--- src/rtl/mpa_pkg.sv ---
package mpa_pkg;

  typedef enum logic {
    OP_ADD = 1'b0,
    OP_SUB = 1'b1
  } mpa_op_e;

endpackage

--- src/rtl/mpa_byte_adder.sv ---
module mpa_byte_adder #(
  parameter int W = 8
) (
  input  logic [W-1:0] a,
  input  logic [W-1:0] b,
  input  logic         cin,
  output logic [W-1:0] sum,
  output logic         c_into_msb,
  output logic         c_out
);

  localparam int LOW_W = W - 1;

  // Packs {carry out, carry into msb, sum}; the sum is split at the msb so
  // the carry into the top bit is visible for signed overflow.
  function automatic logic [W+1:0] split_add(input logic [W-1:0] x,
                                             input logic [W-1:0] y,
                                             input logic         ci);
    logic [LOW_W:0] low;
    logic [1:0]     top;
    low = {1'b0, x[LOW_W-1:0]} + {1'b0, y[LOW_W-1:0]} + {{LOW_W{1'b0}}, ci};
    top = {1'b0, x[W-1]} + {1'b0, y[W-1]} + {1'b0, low[LOW_W]};
    return {top[1], low[LOW_W], top[0], low[LOW_W-1:0]};
  endfunction

  logic [W+1:0] packed_res;

  always_comb begin
    packed_res = split_add(a, b, cin);
    sum        = packed_res[W-1:0];
    c_into_msb = packed_res[W];
    c_out      = packed_res[W+1];
  end

endmodule

--- src/rtl/mpa_link_ctl.sv ---
module mpa_link_ctl
  import mpa_pkg::*;
(
  input  logic    clk,
  input  logic    rst,
  input  logic    in_valid,
  input  logic    in_first,
  input  logic    in_sub,
  input  logic    adder_cout,
  output mpa_op_e op_cur,
  output logic    adder_cin,
  output logic    link_out,
  output logic    flag_q
);

  mpa_op_e mode_q;
  logic    link_in;

  always_comb begin
    op_cur    = in_first ? mpa_op_e'(in_sub) : mode_q;
    link_in   = in_first ? 1'b0 : flag_q;
    adder_cin = (op_cur == OP_SUB) ? ~link_in : link_in;
    link_out  = (op_cur == OP_SUB) ? ~adder_cout : adder_cout;
  end

  always_ff @(posedge clk) begin
    if (rst) begin
      flag_q <= 1'b0;
      mode_q <= OP_ADD;
    end else if (in_valid) begin
      flag_q <= link_out;
      mode_q <= op_cur;
    end
  end

endmodule

--- src/rtl/mpa_out_stage.sv ---
module mpa_out_stage #(
  parameter int W = 8
) (
  input  logic         clk,
  input  logic         rst,
  input  logic         in_valid,
  input  logic         in_last,
  input  logic [W-1:0] sum,
  input  logic         link_out,
  input  logic         c_into_msb,
  input  logic         c_out,
  output logic         out_valid,
  output logic [W-1:0] out_byte,
  output logic         out_carry,
  output logic         out_ovf,
  output logic         out_last
);

  function automatic logic signed_ovf(input logic cm, input logic co);
    return cm ^ co;
  endfunction

  always_ff @(posedge clk) begin
    if (rst) begin
      out_valid <= 1'b0;
      out_byte  <= '0;
      out_carry <= 1'b0;
      out_ovf   <= 1'b0;
      out_last  <= 1'b0;
    end else begin
      out_valid <= in_valid;
      if (in_valid) begin
        out_byte  <= sum;
        out_carry <= link_out;
        out_ovf   <= in_last & signed_ovf(c_into_msb, c_out);
        out_last  <= in_last;
      end
    end
  end

endmodule

--- src/rtl/mpa_unit.sv ---
module mpa_unit
  import mpa_pkg::*;
#(
  parameter int W = 8
) (
  input  logic         clk,
  input  logic         rst,
  input  logic         in_valid,
  input  logic         in_first,
  input  logic         in_last,
  input  logic         in_sub,
  input  logic [W-1:0] in_a,
  input  logic [W-1:0] in_b,
  output logic         out_valid,
  output logic [W-1:0] out_byte,
  output logic         out_carry,
  output logic         out_ovf,
  output logic         out_last
);

  mpa_op_e      op_cur;
  logic         adder_cin;
  logic         adder_cout;
  logic         adder_cmsb;
  logic         link_out;
  logic         link_flag;
  logic [W-1:0] b_eff;
  logic [W-1:0] sum;

  assign b_eff = (op_cur == OP_SUB) ? ~in_b : in_b;

  mpa_link_ctl u_link (
    .clk        (clk),
    .rst        (rst),
    .in_valid   (in_valid),
    .in_first   (in_first),
    .in_sub     (in_sub),
    .adder_cout (adder_cout),
    .op_cur     (op_cur),
    .adder_cin  (adder_cin),
    .link_out   (link_out),
    .flag_q     (link_flag)
  );

  mpa_byte_adder #(.W(W)) u_add (
    .a          (in_a),
    .b          (b_eff),
    .cin        (adder_cin),
    .sum        (sum),
    .c_into_msb (adder_cmsb),
    .c_out      (adder_cout)
  );

  mpa_out_stage #(.W(W)) u_out (
    .clk        (clk),
    .rst        (rst),
    .in_valid   (in_valid),
    .in_last    (in_last),
    .sum        (sum),
    .link_out   (link_out),
    .c_into_msb (adder_cmsb),
    .c_out      (adder_cout),
    .out_valid  (out_valid),
    .out_byte   (out_byte),
    .out_carry  (out_carry),
    .out_ovf    (out_ovf),
    .out_last   (out_last)
  );

endmodule

--- config.mk ---
export PLATFORM = sky130hd
export DESIGN_NAME = mpa_unit
export DESIGN_NICKNAME = d
export VERILOG_FILES = /design/src/rtl/mpa_pkg.sv /design/src/rtl/mpa_byte_adder.sv /design/src/rtl/mpa_link_ctl.sv /design/src/rtl/mpa_out_stage.sv /design/src/rtl/mpa_unit.sv
export SDC_FILE = /design/constraint.sdc
export NUM_CORES = 1
export LEC_CHECK = 0
export BUFFER_PORTS_ARGS = -buffer_cell sky130_fd_sc_hd__buf_2
export CORE_ASPECT_RATIO = 0.9
export CORE_MARGIN = 10
export CORE_UTILIZATION = 40
export CTS_CLUSTER_DIAMETER = 40
export CTS_CLUSTER_SIZE = 20
export DETAILED_ROUTE_END_ITERATION = 12
export PLACE_DENSITY = 0.7
export SKIP_CTS_REPAIR_TIMING = 1
export SYNTH_ARGS = -nofsm -noshare
export SYNTH_HDL_FRONTEND = slang
export SYNTH_SLANG_ARGS = --single-unit
--- constraint.sdc ---
create_clock -name clk -period 2.9 [get_ports clk]
set_clock_uncertainty 0.1 [all_clocks]
set_input_delay 0.145 -clock clk [delete_from_list [all_inputs] [get_ports clk]]
set_output_delay 0.145 -clock clk [all_outputs]
set_load 0.005 [all_outputs]
# --- Word level (Yosys, flattened, before mapping) ---
# Index checks and enable logic that the tools add are counted.
totals:
  word_cells: 20
  input_bits: 22
  register_bits: 13
  output_inout_bits: 12
op_classes:
  n_mux: 5
  add_sub_neg: 4
  n_bitwise: 5
ops:
  columns: ["op", "n"]
  rows:
  - ["adder 7 x 7 -> 8 bit", 1]
  - ["adder 8 x 1 -> 8 bit", 1]
  - ["two-way mux 8 bit", 1]
  - ["inverter 8 bit", 1]
  - ["two-way mux 1 bit", 4]
  - ["adder 1 x 1 -> 2 bit", 1]
  - ["adder 2 x 1 -> 2 bit", 1]
  - ["inverter 1 bit", 2]
  - ["bitwise AND 1 bit", 1]
  - ["XOR 1 bit", 1]

# --- Logic depth before layout (Yosys ltp) ---
depth:
  word_depth: 7
  ltp_mapped: 11
  mapped_depth_nobuf: 11

# --- By module ---
# Synthesis repeated with hierarchy kept, for this count alone.
hier_totals:
  hier_cells: 104
  area_unflattened_um2: 964.7
by_module_without_submodules:
  columns: ["mod", "area_per_inst_um2", "seq_area_each_um2", "n_inst", "cells_each"]
  rows:
  - ["mpa_out_stage", 426.7, 240.2, 1, 39]
  - ["mpa_byte_adder", 334.1, 0.0, 1, 42]
  - ["mpa_link_ctl", 122.6, 40.0, 1, 14]
  - ["mpa_unit", 81.3, 0.0, 1, 9]

# --- Least setup slack after synthesis ---
# Ideal clock, no wire load.
synth_timing:
  kind: "register to register"
  from: "reg u_link.mode_q"
  to: "reg u_out.out_byte[6]"
  t_arrival_ns: 2.637
  setup_time_ns: 0.134
  period_less_slack_ns: 2.872
  slack_ns: 0.028
  path_stages_with_launch: 10
  required_ns: 2.666
  path_cell_list: "dfxtp_1 mux2i_4 xor2_1 fa_1 fa_1 nor2b_4 o21a_2 o211ai_2 and3_1 or4_1"
synth_via:
  elab_chain_len: 4
synth_lines:
  columns: ["item", "line_no", "rtl"]
  rows:
  - ["start: declaration", "mpa_link_ctl.sv:16", "mpa_op_e mode_q;"]
  - ["start signal: assignment", "mpa_link_ctl.sv:32", "mode_q <= op_cur;"]
  - ["two-way mux 1 bit *", "mpa_link_ctl.sv:20", "op_cur = in_first ? mpa_op_e'(in_sub) : mode_q;"]
  - ["two-way mux 8 bit", "mpa_unit.sv:30", "assign b_eff = (op_cur == OP_SUB) ? ~in_b : in_b;"]
  - ["adder 7 x 7 -> 8 bit", "mpa_byte_adder.sv:21", "low = {1'b0, x[LOW_W-1:0]} + {1'b0, y[LOW_W-1:0]} + {{LOW_W{1'b0}}, ci};"]
  - ["adder 8 x 1 -> 8 bit *", "mpa_byte_adder.sv:21", null]
  - ["end signal: assignment", "mpa_out_stage.sv:33", "out_byte <= sum;"]
  - ["end: declaration", "mpa_out_stage.sv:13", "output logic [W-1:0] out_byte,"]
# Mark *: on every way between the ends. The rest lies on a longest branch, timed or not.
# A chain may end at the register's enable or synchronous reset.

# --- Final worst setup path ---
layout_timing:
  from: "reg u_link.mode_q"
  to: "reg u_out.out_ovf"
layout_via:
  elab_chain_len: 7
layout_lines:
  columns: ["item", "line_no", "rtl"]
  rows:
  - ["two-way mux 1 bit *", "mpa_link_ctl.sv:20", null]
  - ["two-way mux 8 bit", "mpa_unit.sv:30", null]
  - ["adder 7 x 7 -> 8 bit", "mpa_byte_adder.sv:21", null]
  - ["adder 8 x 1 -> 8 bit", "mpa_byte_adder.sv:21", null]
  - ["adder 2 x 1 -> 2 bit", "mpa_byte_adder.sv:22", "top = {1'b0, x[W-1]} + {1'b0, y[W-1]} + {1'b0, low[LOW_W]};"]
  - ["XOR 1 bit *", "mpa_out_stage.sv:20", "return cm ^ co;"]
  - ["bitwise AND 1 bit *", "mpa_out_stage.sv:35", "out_ovf <= in_last & signed_ovf(c_into_msb, c_out);"]
  - ["end signal: assignment", "mpa_out_stage.sv:35", null]
  - ["end: declaration", "mpa_out_stage.sv:15", "output logic out_ovf,"]
# Marks and branches as above.

==> out/metrics.cfg <==
[synthesis]
synth.net_count = 134
synth_cells = 103
ys_warn_count = 0
synth_area_leaders = dfxtp_1 (27%), ha_1 (7.9%), xnor2_1 (7.4%)
ys_seq_elements = 13
synth.distinct_cells = 38
synth_flop_cell = dfxtp_1
syn_area_sq_um = 947
synth_edf_count = 0
synth_top_area_share_pct = 27.5
synth_largest_area_cell = dfxtp_1
syn_area_per_cell_sq_um = 9.20
async_flop_share_pct = 0
ys_top_cells_by_count = dfxtp_1 (13), nand2_1 (9), nor2_1 (9)
yosysMostFrequentCell = dfxtp_1
yosysSeqAreaShare_pct = 27.5

[drt]
num_vias = 900
wl_per_cell_um = 14.9
viasPerCell = 5.23
first_pass_iters = 4
drt-total-wl_um = 2560
drc_errors = 0
ant_nets = 0
initialDrtViolationCount = 50

[place]
routabilityCongestion = 0.805
place_inst = 165
dp_hpwl_um = 1990
port_buffers = 33
dp_slack_ns = -0.0489

[floorplan]
boundaryPins = 34
fp-row-count = 16
dieArea_sq_um = 4720
initial_core_util_pct = 42.6
fp.dieH_um = 66.2
die_w_um = 71.3
core_area_sq_um = 2220

[sta]
fin_tns_setup_ns = 0
worst_slack_ns = 0.0676
finalCriticalPeriod_ns = 2.83
fmax_ghz = 0.353
rsz0062_at_grt = true
worst_pin_slew_ns = 0.424
fin_crit_sh_pct = 97.7
max_slew_margin_pct = 71.0
setup_violations = 0
slew_viol_final = 0
hold_viol_final = 0

[grt]
grt_pass1_vias = 970
grt_overflow = 0
grt_pass1_wl_um = 4240
grt_usage_pct = 10.7
grt_max_degree = 21
antenna_found_initial = 0

[worst_setup_path]
timing.rr.end = u_out.out_ovf
crit_path_end_kind = flop
cp-start-kind = flop
worstReg2RegStart = u_link.mode_q
crit_family = simple AND/OR/NAND/NOR gates
cp_slowest_cell = or4b_4
required_ns = 3.00
cp_cell_sequence = mux2i_4 -> buf_12 -> buf_6 -> xnor2_1 -> ha_1 -> buf_4 -> and3_1 -> a221oi_4 -> fa_2 -> or4b_4 -> o211ai_1
r2r_slack_ns = 0.07
ff2ff_path_depth = 11
crit_arrival_ns = 2.93
crit_fanout = 6
critPathBufInv = 3
critPathKind = flop to flop
cp_slowest_stage_delay_ns = 0.46

[power]
cellLeakagePower_nw = 0.585
powerDensity_nw_per_um2 = 471
ir_drop_uv = 227

[finish]
seqCellArea_sq_um = 262
fin_cells = 172
multi_input_area_sq_um = 662
area_delta_synth_final_pct = 33.3
final_nets = 177
drive_above_1_share_pct = 42.8
fillers = 208
diodes = 0

[clocking]
htree_num_levels = 1
numCtsBuffers = 3
clockBufferDepth = 2
clock_sinks = 13
clk_pin_slew_worst_paths_ns = 0.08
clk_latency_ns = 0.27
cts_tree = built
root_buffer = clkbuf_4

[outcome]
status = complete, no violations

[worst_hold_path]
min_delay_path_depth = 3
hp-class = input port to flop
min_to = u_out.out_last
hold_start = in_last

[flow_run]
maxCapViolCount = 0

==> worst min-delay path, delay by kind of cell <==
family          cells  cell delay, ns
buf+inv             1            0.10
simple gates        1            0.10
compound gates      1            0.08
==> registers in the layout (all words and copies together), names as in the netlist <==
signal	flops
u_out.out_carry	1
u_out.out_valid	1
u_out.out_last	1
u_out.out_ovf	1
u_link.mode_q	1
u_out.out_byte	8
==> how the worst max path moves through the flow <==
stage	start	end	slack [ns]	cells past startpoint
3_5_place_dp	in_first	u_out.out_ovf	-0.05	10
2_1_floorplan	u_link.mode_q	u_out.out_byte[6]	0.03	9
6_report	u_link.mode_q	u_out.out_ovf	0.07	11
5_1_grt	u_link.mode_q	u_out.out_ovf	-0.07	11
4_1_cts	u_link.mode_q	u_out.out_ovf	-0.03	9
3_3_place_gp	in_first	u_out.out_ovf	0.06	10
==> layout by cell type, fill, tap and decap left out, types with 3 or more instances in the layout <==
cell	count
a211oi_1	5
nand2_1	9
a21oi_1	4
dfxtp_1	12
nor2_1	9
xnor2_1	7
buf_4	8
clkbuf_4	3
ha_1	6
fa_2	3
buf_2	33
nor3_1	4
inv_1	6
==> metal layers <==
layer / global-route usage, % / vias to the layer above / routed length [um]
met3: 4.80 / 8 / 241
li1: - / 449 / -
met2: 18.3 / 41 / 1190
met4: 4.11 / 0 / 35
met1: 11.2 / 402 / 1100
met5: 0 / - / 0
==> metrics by stage <==
step | instance area, sq um | total power (W) | hold slack, ns | util, %
after floorplan | 947 | 0.000372 | 0.218 | -
after global placement | 1150 | 0.000442 | 0.341 | 51.9
after detailed placement | 1150 | 0.000455 | 0.347 | 51.9
after CTS | 1180 | 0.000569 | 0.0653 | 53.0
after global routing | 1260 | 0.000637 | 0.0866 | 56.8
final | 1260 | 0.000594 | 0.0892 | 56.8
==> cell families after synthesis <==
group,count (synthesis),synth area share (%)
DFF,13,27.5
and+or+nand+nor,35,19.9
muxes,1,2.38
AOI/OAI and AO/OA,24,19.4
adders and majority gates,9,14.3
xor gates and xnor gates,10,9.25
buffers and inverters,11,7.27
==> power by group <==
group	switching [W]	internal, W	leakage (nW)	total (W)
combinational	0.000130	0.000141	0.462	0.000271
sequential	0.0000105	0.000200	0.108	0.000210
clock	0.0000600	0.0000533	0.0150	0.000113
==> final cells by class <==
| cell class | count | share of cell area (%) |
|---|---|---|
| multi-input cells | 79 | 52.4 |
| well taps | 27 | 2.68 |
| inverters | 6 | 1.78 |
| clock buffers | 4 | 2.08 |
| repair buffers | 43 | 20.3 |
| flip-flops and latches | 13 | 20.7 |
Power figures use the tool's default switching activity.
